**src/rtl/xpSeqPkg.sv**
```systemverilog
package xpSeqPkg;
  localparam int FIELD_W = 6;
  localparam logic [FIELD_W-1:0] WRITE_FRAME = 6'b011111;
  localparam logic [FIELD_W-1:0] READ_FRAME  = 6'b011110;
  localparam logic [FIELD_W-1:0] ADDR_TOP    = 6'h3F;

  typedef struct packed {
    logic               txLoad;    // load a fresh outgoing word
    logic               txIsRead;  // word is a read frame
    logic [FIELD_W-1:0] txDev;     // column of the write word
    logic               shiftOut;  // advance the outgoing shifter
    logic               shiftIn;   // capture rso into the incoming shifter
    logic               capture;   // incoming word is complete this cycle
    logic               clearRes;  // clear results and error
  } seqStrobes_t;
endpackage

```
**src/rtl/xpSeqControl.sv**
```systemverilog
module xpSeqControl
  import xpSeqPkg::*;
#(
  parameter int NUM_DEV  = 4,
  parameter int WORD_W   = 30,
  parameter int DEV_LAT  = 7,
  parameter int LOAD_GAP = 2
) (
  input  logic        clk,
  input  logic        rstN,
  input  logic        startWrite,
  input  logic        startRead,
  output seqStrobes_t strobes,
  output logic        sclkEn,
  output logic        load,
  output logic        busy,
  output logic        done
);
  localparam int SKIP     = NUM_DEV * DEV_LAT;
  localparam int TOTAL_RD = NUM_DEV * WORD_W + SKIP;
  localparam int BIT_W    = $clog2(WORD_W);
  localparam int WCNT_W   = $clog2(NUM_DEV);
  localparam int GAP_W    = $clog2(LOAD_GAP + 1);
  localparam int CYC_W    = $clog2(TOTAL_RD + 1);
  localparam bit HAS_GAP  = (LOAD_GAP >= 2);

  localparam logic [BIT_W-1:0]  LAST_BIT  = BIT_W'(WORD_W - 1);
  localparam logic [WCNT_W-1:0] LAST_WORD = WCNT_W'(NUM_DEV - 1);
  localparam logic [GAP_W-1:0]  LAST_GAP  = GAP_W'(LOAD_GAP - 1);
  localparam logic [CYC_W-1:0]  SKIP_C    = CYC_W'(SKIP);
  localparam logic [CYC_W-1:0]  LAST_CYC  = CYC_W'(TOTAL_RD - 1);

  typedef enum logic [2:0] {
    S_IDLE, S_WSHIFT, S_WGAP, S_WLOAD, S_RSHIFT, S_FIN
  } state_t;

  state_t            state;
  logic [BIT_W-1:0]  bitCnt;
  logic [WCNT_W-1:0] wordCnt;
  logic [GAP_W-1:0]  gapCnt;
  logic [CYC_W-1:0]  cycCnt;
  logic [BIT_W-1:0]  rxBit;

  logic wordEnd, moreWords, rxActive, rxEnd, rdLast;

  assign wordEnd   = (bitCnt == LAST_BIT);
  assign moreWords = (wordCnt != LAST_WORD);
  assign rxActive  = (cycCnt >= SKIP_C);
  assign rxEnd     = rxActive && (rxBit == LAST_BIT);
  assign rdLast    = (cycCnt == LAST_CYC);

  always_comb begin
    strobes = '0;
    unique case (state)
      S_IDLE: begin
        if (startWrite) begin
          strobes.txLoad = 1'b1;
          strobes.txDev  = FIELD_W'(NUM_DEV - 1);
        end else if (startRead) begin
          strobes.txLoad   = 1'b1;
          strobes.txIsRead = 1'b1;
          strobes.clearRes = 1'b1;
        end
      end
      S_WSHIFT: begin
        strobes.shiftOut = 1'b1;
        if (wordEnd && moreWords) begin
          strobes.txLoad = 1'b1;
          strobes.txDev  = FIELD_W'(NUM_DEV - 2) - FIELD_W'(wordCnt);
        end
      end
      S_RSHIFT: begin
        strobes.shiftOut = 1'b1;
        strobes.shiftIn  = 1'b1;
        strobes.capture  = rxEnd;
        if (wordEnd && moreWords) begin
          strobes.txLoad   = 1'b1;
          strobes.txIsRead = 1'b1;
        end
      end
      default: ;
    endcase
  end

  assign sclkEn = (state == S_WSHIFT) || (state == S_RSHIFT);
  assign load   = (state == S_WLOAD);
  assign done   = (state == S_FIN);
  assign busy   = (state != S_IDLE) && (state != S_FIN);

  always_ff @(posedge clk) begin
    if (!rstN) begin
      state   <= S_IDLE;
      bitCnt  <= '0;
      wordCnt <= '0;
      gapCnt  <= '0;
      cycCnt  <= '0;
      rxBit   <= '0;
    end else begin
      unique case (state)
        S_IDLE: begin
          bitCnt  <= '0;
          wordCnt <= '0;
          gapCnt  <= '0;
          cycCnt  <= '0;
          rxBit   <= '0;
          if (startWrite)     state <= S_WSHIFT;
          else if (startRead) state <= S_RSHIFT;
        end
        S_WSHIFT: begin
          if (wordEnd) begin
            bitCnt <= '0;
            if (moreWords) begin
              wordCnt <= wordCnt + 1'b1;
            end else begin
              gapCnt <= GAP_W'(1);
              state  <= HAS_GAP ? S_WGAP : S_WLOAD;
            end
          end else begin
            bitCnt <= bitCnt + 1'b1;
          end
        end
        S_WGAP: begin
          if (gapCnt == LAST_GAP) state <= S_WLOAD;
          else                    gapCnt <= gapCnt + 1'b1;
        end
        S_WLOAD: state <= S_FIN;
        S_RSHIFT: begin
          if (wordEnd) begin
            bitCnt <= '0;
            if (moreWords) wordCnt <= wordCnt + 1'b1;
          end else begin
            bitCnt <= bitCnt + 1'b1;
          end
          if (rxActive) rxBit <= rxEnd ? '0 : rxBit + 1'b1;
          cycCnt <= cycCnt + 1'b1;
          if (rdLast) state <= S_FIN;
        end
        S_FIN:   state <= S_IDLE;
        default: state <= S_IDLE;
      endcase
    end
  end
endmodule

```
**src/rtl/xpSeqDatapath.sv**
```systemverilog
module xpSeqDatapath
  import xpSeqPkg::*;
#(
  parameter int NUM_DEV  = 4,
  parameter int NUM_OUT  = 4,
  parameter int SEL_W    = 3,
  parameter int ROW_ADDR = 0
) (
  input  logic                             clk,
  input  logic                             rstN,
  input  seqStrobes_t                      strobes,
  input  logic [NUM_DEV*NUM_OUT*SEL_W-1:0] selTable,
  input  logic                             rso,
  output logic                             si,
  output logic [NUM_DEV*NUM_OUT*SEL_W-1:0] rdTable,
  output logic                             rdErr
);
  localparam int CFG_W  = NUM_OUT * SEL_W;
  localparam int WORD_W = 3 * FIELD_W + CFG_W;
  localparam logic [FIELD_W-1:0] ROW_F = FIELD_W'(ROW_ADDR);

  // outgoing word assembly
  logic [CFG_W-1:0]  txCfg;
  logic [WORD_W-1:0] txWord;
  logic [WORD_W-1:0] txReg;

  always_comb begin
    txCfg = '0;
    if (!strobes.txIsRead) begin
      for (int o = 0; o < NUM_OUT; o++) begin
        txCfg[CFG_W-1-o*SEL_W -: SEL_W] =
          selTable[(int'(strobes.txDev) * NUM_OUT + o) * SEL_W +: SEL_W];
      end
    end
  end

  assign txWord = strobes.txIsRead ? {READ_FRAME, ROW_F, ADDR_TOP, txCfg}
                                   : {WRITE_FRAME, ROW_F, strobes.txDev, txCfg};

  always_ff @(posedge clk) begin
    if (!rstN)                 txReg <= '0;
    else if (strobes.txLoad)   txReg <= txWord;
    else if (strobes.shiftOut) txReg <= {txReg[WORD_W-2:0], 1'b0};
  end

  assign si = txReg[WORD_W-1];

  // incoming word assembly and decode
  logic [WORD_W-2:0]  rxReg;
  logic [WORD_W-1:0]  rxWord;
  logic [FIELD_W-1:0] rxFrame, rxRow, rxCol;
  logic [CFG_W-1:0]   rxCfg;
  logic               rxOk;

  assign rxWord  = {rxReg, rso};
  assign rxFrame = rxWord[WORD_W-1 -: FIELD_W];
  assign rxRow   = rxWord[CFG_W+FIELD_W +: FIELD_W];
  assign rxCol   = ADDR_TOP - rxWord[CFG_W +: FIELD_W];
  assign rxCfg   = rxWord[CFG_W-1:0];
  assign rxOk    = (rxFrame == READ_FRAME) && (rxRow == ROW_F) &&
                   (int'(rxCol) < NUM_DEV);

  always_ff @(posedge clk) begin
    if (!rstN)                rxReg <= '0;
    else if (strobes.shiftIn) rxReg <= rxWord[WORD_W-2:0];
  end

  always_ff @(posedge clk) begin
    if (!rstN)                          rdErr <= 1'b0;
    else if (strobes.clearRes)          rdErr <= 1'b0;
    else if (strobes.capture && !rxOk)  rdErr <= 1'b1;
  end

  // results table, one slot per device
  for (genvar d = 0; d < NUM_DEV; d++) begin : g_slot
    logic [CFG_W-1:0] slotCfg;

    always_ff @(posedge clk) begin
      if (!rstN)                 slotCfg <= '0;
      else if (strobes.clearRes) slotCfg <= '0;
      else if (strobes.capture && rxOk && (rxCol == FIELD_W'(d)))
        slotCfg <= rxCfg;
    end

    for (genvar o = 0; o < NUM_OUT; o++) begin : g_out
      assign rdTable[(d*NUM_OUT+o)*SEL_W +: SEL_W] = slotCfg[CFG_W-1-o*SEL_W -: SEL_W];
    end
  end
endmodule

```
**src/rtl/xpArraySeq.sv**
```systemverilog
module xpArraySeq
  import xpSeqPkg::*;
#(
  parameter int NUM_DEV  = 4,
  parameter int NUM_OUT  = 4,
  parameter int SEL_W    = 3,
  parameter int DEV_LAT  = 7,
  parameter int LOAD_GAP = 2,
  parameter int ROW_ADDR = 0
) (
  input  logic                             clk,
  input  logic                             rstN,
  input  logic                             startWrite,
  input  logic                             startRead,
  input  logic [NUM_DEV*NUM_OUT*SEL_W-1:0] selTable,
  output logic                             sclkEn,
  output logic                             si,
  output logic                             load,
  input  logic                             rso,
  output logic                             busy,
  output logic                             done,
  output logic [NUM_DEV*NUM_OUT*SEL_W-1:0] rdTable,
  output logic                             rdErr
);
  localparam int WORD_W = 3 * FIELD_W + NUM_OUT * SEL_W;

  seqStrobes_t strobes;

  xpSeqControl #(
    .NUM_DEV (NUM_DEV),
    .WORD_W  (WORD_W),
    .DEV_LAT (DEV_LAT),
    .LOAD_GAP(LOAD_GAP)
  ) ctrl_i (
    .clk       (clk),
    .rstN      (rstN),
    .startWrite(startWrite),
    .startRead (startRead),
    .strobes   (strobes),
    .sclkEn    (sclkEn),
    .load      (load),
    .busy      (busy),
    .done      (done)
  );

  xpSeqDatapath #(
    .NUM_DEV (NUM_DEV),
    .NUM_OUT (NUM_OUT),
    .SEL_W   (SEL_W),
    .ROW_ADDR(ROW_ADDR)
  ) dp_i (
    .clk     (clk),
    .rstN    (rstN),
    .strobes (strobes),
    .selTable(selTable),
    .rso     (rso),
    .si      (si),
    .rdTable (rdTable),
    .rdErr   (rdErr)
  );
endmodule

```
**config.mk**
```make
export PLATFORM = sky130hd
export DESIGN_NAME = xpArraySeq
export DESIGN_NICKNAME = d
export VERILOG_FILES = /design/src/rtl/xpSeqPkg.sv /design/src/rtl/xpSeqControl.sv /design/src/rtl/xpSeqDatapath.sv /design/src/rtl/xpArraySeq.sv
export SDC_FILE = /design/constraint.sdc
export NUM_CORES = 1
export LEC_CHECK = 0
export ABC_AREA = 1
export CAP_MARGIN = 15
export CELL_PAD_IN_SITES_DETAIL_PLACEMENT = 0
export CELL_PAD_IN_SITES_GLOBAL_PLACEMENT = 1
export CORE_ASPECT_RATIO = 0.6
export CORE_MARGIN = 1.5
export CORE_UTILIZATION = 45
export DETAILED_ROUTE_END_ITERATION = 7
export DONT_BUFFER_PORTS = 1
export PLACE_DENSITY = 0.79
export SLEW_MARGIN = 20
export SYNTH_ARGS = -nofsm -noshare
export SYNTH_HDL_FRONTEND = slang
export SYNTH_HIERARCHICAL = 1
export SYNTH_SLANG_ARGS = --single-unit
```
**constraint.sdc**
```tcl
create_clock -name clk -period 3.1 [get_ports clk]
set_clock_uncertainty 0.05 [all_clocks]
set_input_delay 0.31 -clock clk [delete_from_list [all_inputs] [get_ports clk]]
set_output_delay 0.31 -clock clk [all_outputs]
set_load 0.01 [all_outputs]
```
Yosys cells after proc, flatten, opt, wreduce, memory -nomap -nowiden

Index checks and enable logic that the tools add are counted.

Register bits after elaboration: 133
Input bits: 53
Output and inout bits: 54

Order comparisons: 2
Bitwise operators: 1
$mul: 4
Shift operators: 4
Reductions and logical operators: 27
Add/sub/neg operators: 10
Equal/unequal tests: 24
Mux-type cells: 39

Operators by type and width:

| cell                                                                                 | number |
|---|---|
| 48-bit by 32-bit indexed part select with 3-bit output                               | 4 |
| 32-bit by 3-bit multiplier with 32-bit output (second input constant)                | 3 |
| 30-bit 2-to-1 mux                                                                    | 2 |
| 25-bit 2-to-1 mux                                                                    | 1 |
| 5-bit one-hot mux with 2 select lines                                                | 2 |
| 8-bit by 2-bit adder with 9-bit output (second input constant)                       | 2 |
| 2-bit 2-to-1 mux                                                                     | 9 |
| 3-bit 2-to-1 mux                                                                     | 6 |
| 8-bit one-hot mux with 2 select lines                                                | 1 |
| 5-bit 2-to-1 mux                                                                     | 3 |
| 3-bit one-hot mux with 5 select lines                                                | 1 |
| 6-bit by 2-bit equality test with 1-bit output (second input constant)               | 2 |
| 6-bit logical NOT                                                                    | 2 |
| 12-bit 2-to-1 mux                                                                    | 1 |
| 2-bit by 1-bit inequality test with 1-bit output (second input constant)             | 6 |
| 6-bit one-hot mux with 2 select lines                                                | 1 |
| 1-bit logical AND                                                                    | 11 |
| 5-bit by 1-bit adder with 5-bit output (second input constant)                       | 2 |
| 5-bit equality test (second input constant)                                          | 2 |
| 8-bit by 1-bit adder with 9-bit output (second input constant)                       | 1 |
| 8-bit by 1-bit adder with 8-bit output (second input constant)                       | 1 |
| 8-bit equality test (second input constant)                                          | 1 |
| 8-bit by 5-bit greater-or-equal comparator with 1-bit output (second input constant) | 1 |
| 6-bit by 2-bit multiplier with 8-bit output (second input constant)                  | 1 |
| other kinds (29)                                                                     | 45 |

Depth between registers and ports, before layout

Depth after elaboration: 10
Gate-level depth with buffers: 14

Hierarchy

The synthesis kept the hierarchy.

By module, submodules not included:

| module        | instances | area each (µm²) | cells each | sequential area each (µm²) |
|---|---|---|---|---|
| xpSeqDatapath | 1         | 4725.8          | 680        | 2162.1 |
| xpSeqControl  | 1         | 1512.7          | 226        | 500.5 |

Worst setup path before layout

Ideal clock, no wire load.

Path kind: register to register
Start: register ctrl_i.bitCnt[0]
End: register dp_i.txReg[11]
Required time: 2.931 ns
Slack: 0.877 ns
Clock period less this slack: 2.223 ns
Setup time: 0.119 ns
Cell stages (with the launch flop): 12
Buffers on the path: 1
Arrival time: 2.054 ns
Cells stage by stage: dfxtp_1 -> ha_1 -> nand2_1 -> nor2_1 -> nand2_1 -> o31ai_1 -> inv_1 -> buf_2 -> o21ai_0 -> o22ai_1 -> nand2_1 -> a21oi_1

RTL lines:

| item                     | line                | source |
|---|---|---|
| start: declaration       | xpSeqControl.sv:38  | `logic [BIT_W-1:0] bitCnt;` |
| start signal: assignment | xpSeqControl.sv:119 | `bitCnt <= bitCnt + 1'b1;` |
| start signal: assignment | xpSeqControl.sv:132 | `bitCnt <= bitCnt + 1'b1;` |
| end signal: assignment   | xpSeqDatapath.sv:42 | `else if (strobes.txLoad) txReg <= txWord;` |
| end signal: assignment   | xpSeqDatapath.sv:43 | `else if (strobes.shiftOut) txReg <= {txReg[WORD_W-2:0], 1'b0};` |
| end: declaration         | xpSeqDatapath.sv:25 | `logic [WORD_W-1:0] txReg;` |

==> flow_metrics.py <==
metrics = {
    "floorplanning": {
        "io_pins": 107,
        "initial_core_util_pct": 45.9,
        "fp.dieW_um": 155,
        "die_h_um": 94.2,
        "core_mm2": 0.0136,
        "rows": 33,
        "die-area_mm2": 0.0146,
    },
    "synth": {
        "synthTopCellsByArea": "dfxtp_1, nor2_1, nand2_1, o21ai_0, inv_1",
        "seq_area_frac_synth_pct": 42.7,
        "synth_cell_types": 38,
        "syn_area_mm2": 0.00624,
        "avgSynthCellArea_um2": 6.89,
        "ys_ff_latch": 133,
        "syn_nets": 968,
        "async_flop_share_pct": 0,
        "syn_inst": 906,
        "synth_edf_count": 0,
        "synth_ff_type": "dfxtp_1",
        "yosysTopAreaCell": "dfxtp_1",
        "synth.yosys.warnings": 6,
        "yosysTopAreaCellShare_pct": 42.7,
    },
    "grt": {
        "grt_pass1_wl_um": 25400,
        "grt_max_degree": 50,
        "antenna_found_initial": 0,
        "grt_pass1_vias": 4981,
        "grt.overflow.total": 0,
        "track_usage_pct": 22.3,
    },
    "clock_tree": {
        "cts-hold-fix-buffers": 4,
        "clockBufferDepth": 2,
        "cts-buffers-inserted": 17,
        "clk_latency_ns": 0.41,
        "htreeDepth": 4,
        "clock_sinks": 133,
        "clock-root-buffer": "clkbuf_16",
        "postCtsSetupBuffers": 0,
        "cts.repair.resized": 0,
        "path_clk_slew_ns": 0.06,
        "tritoncts": "done",
    },
    "pwr": {
        "comb_power_share_pct": 31.8,
        "intPower_w": 0.00402,
        "ir_worst_vdd_mv": 0.468,
        "p_seq_share_pct": 35.5,
        "p_total_w": 0.00654,
        "sw_frac_of_total_pct": 38.6,
        "net-switching-power_w": 0.00253,
        "power_density_mw_per_mm2": 937,
        "clockPowerShare_pct": 32.8,
        "power_leakage_nw": 3.04,
    },
    "final_layout": {
        "fill_cells": 1284,
        "antenna_cells": 0,
        "fin_util_pct": 51.4,
        "drive_gt1_share_pct": 7.40,
        "nets": 955,
        "area_growth_syn_to_layout_pct": 11.9,
        "final_cell_area_mm2": 0.00698,
        "final_cells": 1081,
    },
    "placement": {
        "placedCellCount": 1045,
        "gp_congestion": 0.874,
        "portBuffers": 0,
        "dpl-instance-area_mm2": 0.00632,
        "hpwlAfterDp_um": 10900,
    },
    "routing": {
        "drc_errors": 0,
        "vias": 5663,
        "drt_iter0_drc": 476,
        "drt_wl_total_um": 15700,
        "viasPerCell": 5.24,
        "ant_nets": 0,
        "drt_first_pass_iters": 6,
        "wl_per_cell_um": 14.5,
    },
    "critical_path": {
        "worstSetupPathType": "reg2reg",
        "critPathLaunchType": "flip-flop",
        "ff2ff_path_depth": 12,
        "required_ns": 3.41,
        "end_kind": "flip-flop",
        "path_max_fanout": 12,
        "cp.arrival_ns": 2.93,
        "r2r_setup_slack_ns": 0.48,
    },
    "sta": {
        "hold_violations": 0,
        "worstMarginPinSlew_ns": 0.664,
        "final.setup.tns_ns": 0,
        "drv_slew": 0,
        "relSlewSlack_pct": 55.7,
        "period_share_pct": 84.5,
        "grt_setup_unrepaired": "no",
        "period_needed_ns": 2.62,
        "setup_viol": 0,
        "max_freq_mhz": 382,
    },
    "status": {
        "status": "finished, final reports clean",
    },
    "run": {
        "maxCapViolations": 0,
    },
    "min_path": {
        "hold_path_class": "in2reg",
        "worst_hold_path.num_cells": 2,
    },
}
[placed cells by master, fill, tap and decap left out, types with 4 or more instances in the layout]
cell type and n:
inv_1 97, nor2_1 196, clkinv_2 4, nor3_1 4, ha_1 9, o21ai_0 94
o21ai_1 4, clkbuf_16 17, buf_4 9, a21oi_1 63, clkinv_4 4, o22ai_1 17
nor2_2 4, dfxtp_1 133, nand4_1 26, nand2_1 158, inv_2 4, bufinv_16 4
nand3_1 21
[routing by layer]
metal	routed length [µm]	part of all wire (%)	vias up	GRT usage (%)
li1	-	-	2890	-
met1	8080	51	2577	33.8
met2	6160	39	184	29.9
met3	1340	8.5	12	6.04
met4	125	0.80	0	6.33
met5	0	0	-	0
[logic make-up after synthesis]
group                      Yosys count  share of synthesized area [%]
AOI/OAI and AO/OA                  184                           15.3
xor gates and xnor gates             6                          0.843
adders and majority gates            9                           1.81
buffers and inverters              147                           9.79
DFF                                133                           42.7
and+or+nand+nor                    427                           29.6
[layout make-up]
class / count / area [µm²] / share of cell area [%]
Clock buffer: 17 / 425 / 6.09
Inverter: 102 / 384 / 5.50
Sequential cell: 133 / 2660 / 38.1
Timing Repair Buffer: 13 / 103 / 1.47
Multi-Input combinational cell: 626 / 2980 / 42.7
Tap cell: 175 / 219 / 3.14
Clock inverter: 15 / 204 / 2.92
[synth_stat cells, types with 4 or more instances]
| master | number |
|---|---|
| a21oi_1 | 63 |
| buf_2 | 10 |
| buf_4 | 6 |
| clkbuf_1 | 23 |
| dfxtp_1 | 133 |
| ha_1 | 9 |
| inv_1 | 97 |
| inv_2 | 4 |
| nand2_1 | 158 |
| nand3_1 | 21 |
| nand4_1 | 26 |
| nor2_1 | 197 |
| nor2_2 | 4 |
| nor3_1 | 5 |
| o21ai_0 | 94 |
| o21ai_1 | 4 |
| o22ai_1 | 17 |
[power groups by stage]
stage          Sequential [W]  Combinational (W)  Clock, W
2_1_floorplan         0.00226            0.00165         0
3_3_place_gp          0.00234            0.00198         0
3_5_place_dp          0.00235            0.00203         0
4_1_cts               0.00232            0.00206   0.00218
5_1_grt               0.00236            0.00237   0.00228
6_report              0.00232            0.00208   0.00214
[critical path, cell delays in order (launching register included)]
cell and delay, ns:
dfxtp_1 0.39, ha_1 0.16, nand2_1 0.06, nor2_1 0.21
nand2_1 0.21, o22ai_1 0.33, inv_2 0.06, or2_1 0.34
nor3_4 0.44, nand2_1 0.11, nand3_1 0.09, nand2_1 0.07
inv_1 0.05
[flip-flops by register name, summed over array words and instances (netlist names)]
signal               flops
dp_i/g_slot.slotCfg     48
ctrl_i/bitCnt            5
ctrl_i/wordCnt           2
dp_i/rdErr               1
ctrl_i/state             3
ctrl_i/cycCnt            8
dp_i/rxReg              29
ctrl_i/rxBit             5
dp_i/txReg              30
ctrl_i/gapCnt            2
[metrics by stage]
step,setup slack (ns),hold slack [ns]
5_1_grt,0.162,0.00351
6_report,0.479,0.0120
3_5_place_dp,0.496,0.384
4_1_cts,0.475,0.000547
2_1_floorplan,0.877,0.379
3_3_place_gp,0.625,0.381
[worst paths after layout]
path | to | from
worst min register to register | dp_i/txReg[28]$_SDFFE_PN0P_ | dp_i/txReg[28]$_SDFFE_PN0P_
worst min-delay path | ctrl_i/state[0]$_SDFFE_PN0P_ | rstN
worst max register to register | dp_i/txReg[1]$_SDFFE_PN0P_ | ctrl_i/bitCnt[0]$_SDFFE_PN0P_
worst max-delay path | dp_i/txReg[1]$_SDFFE_PN0P_ | ctrl_i/bitCnt[0]$_SDFFE_PN0P_
Power figures use the tool's default switching activity.
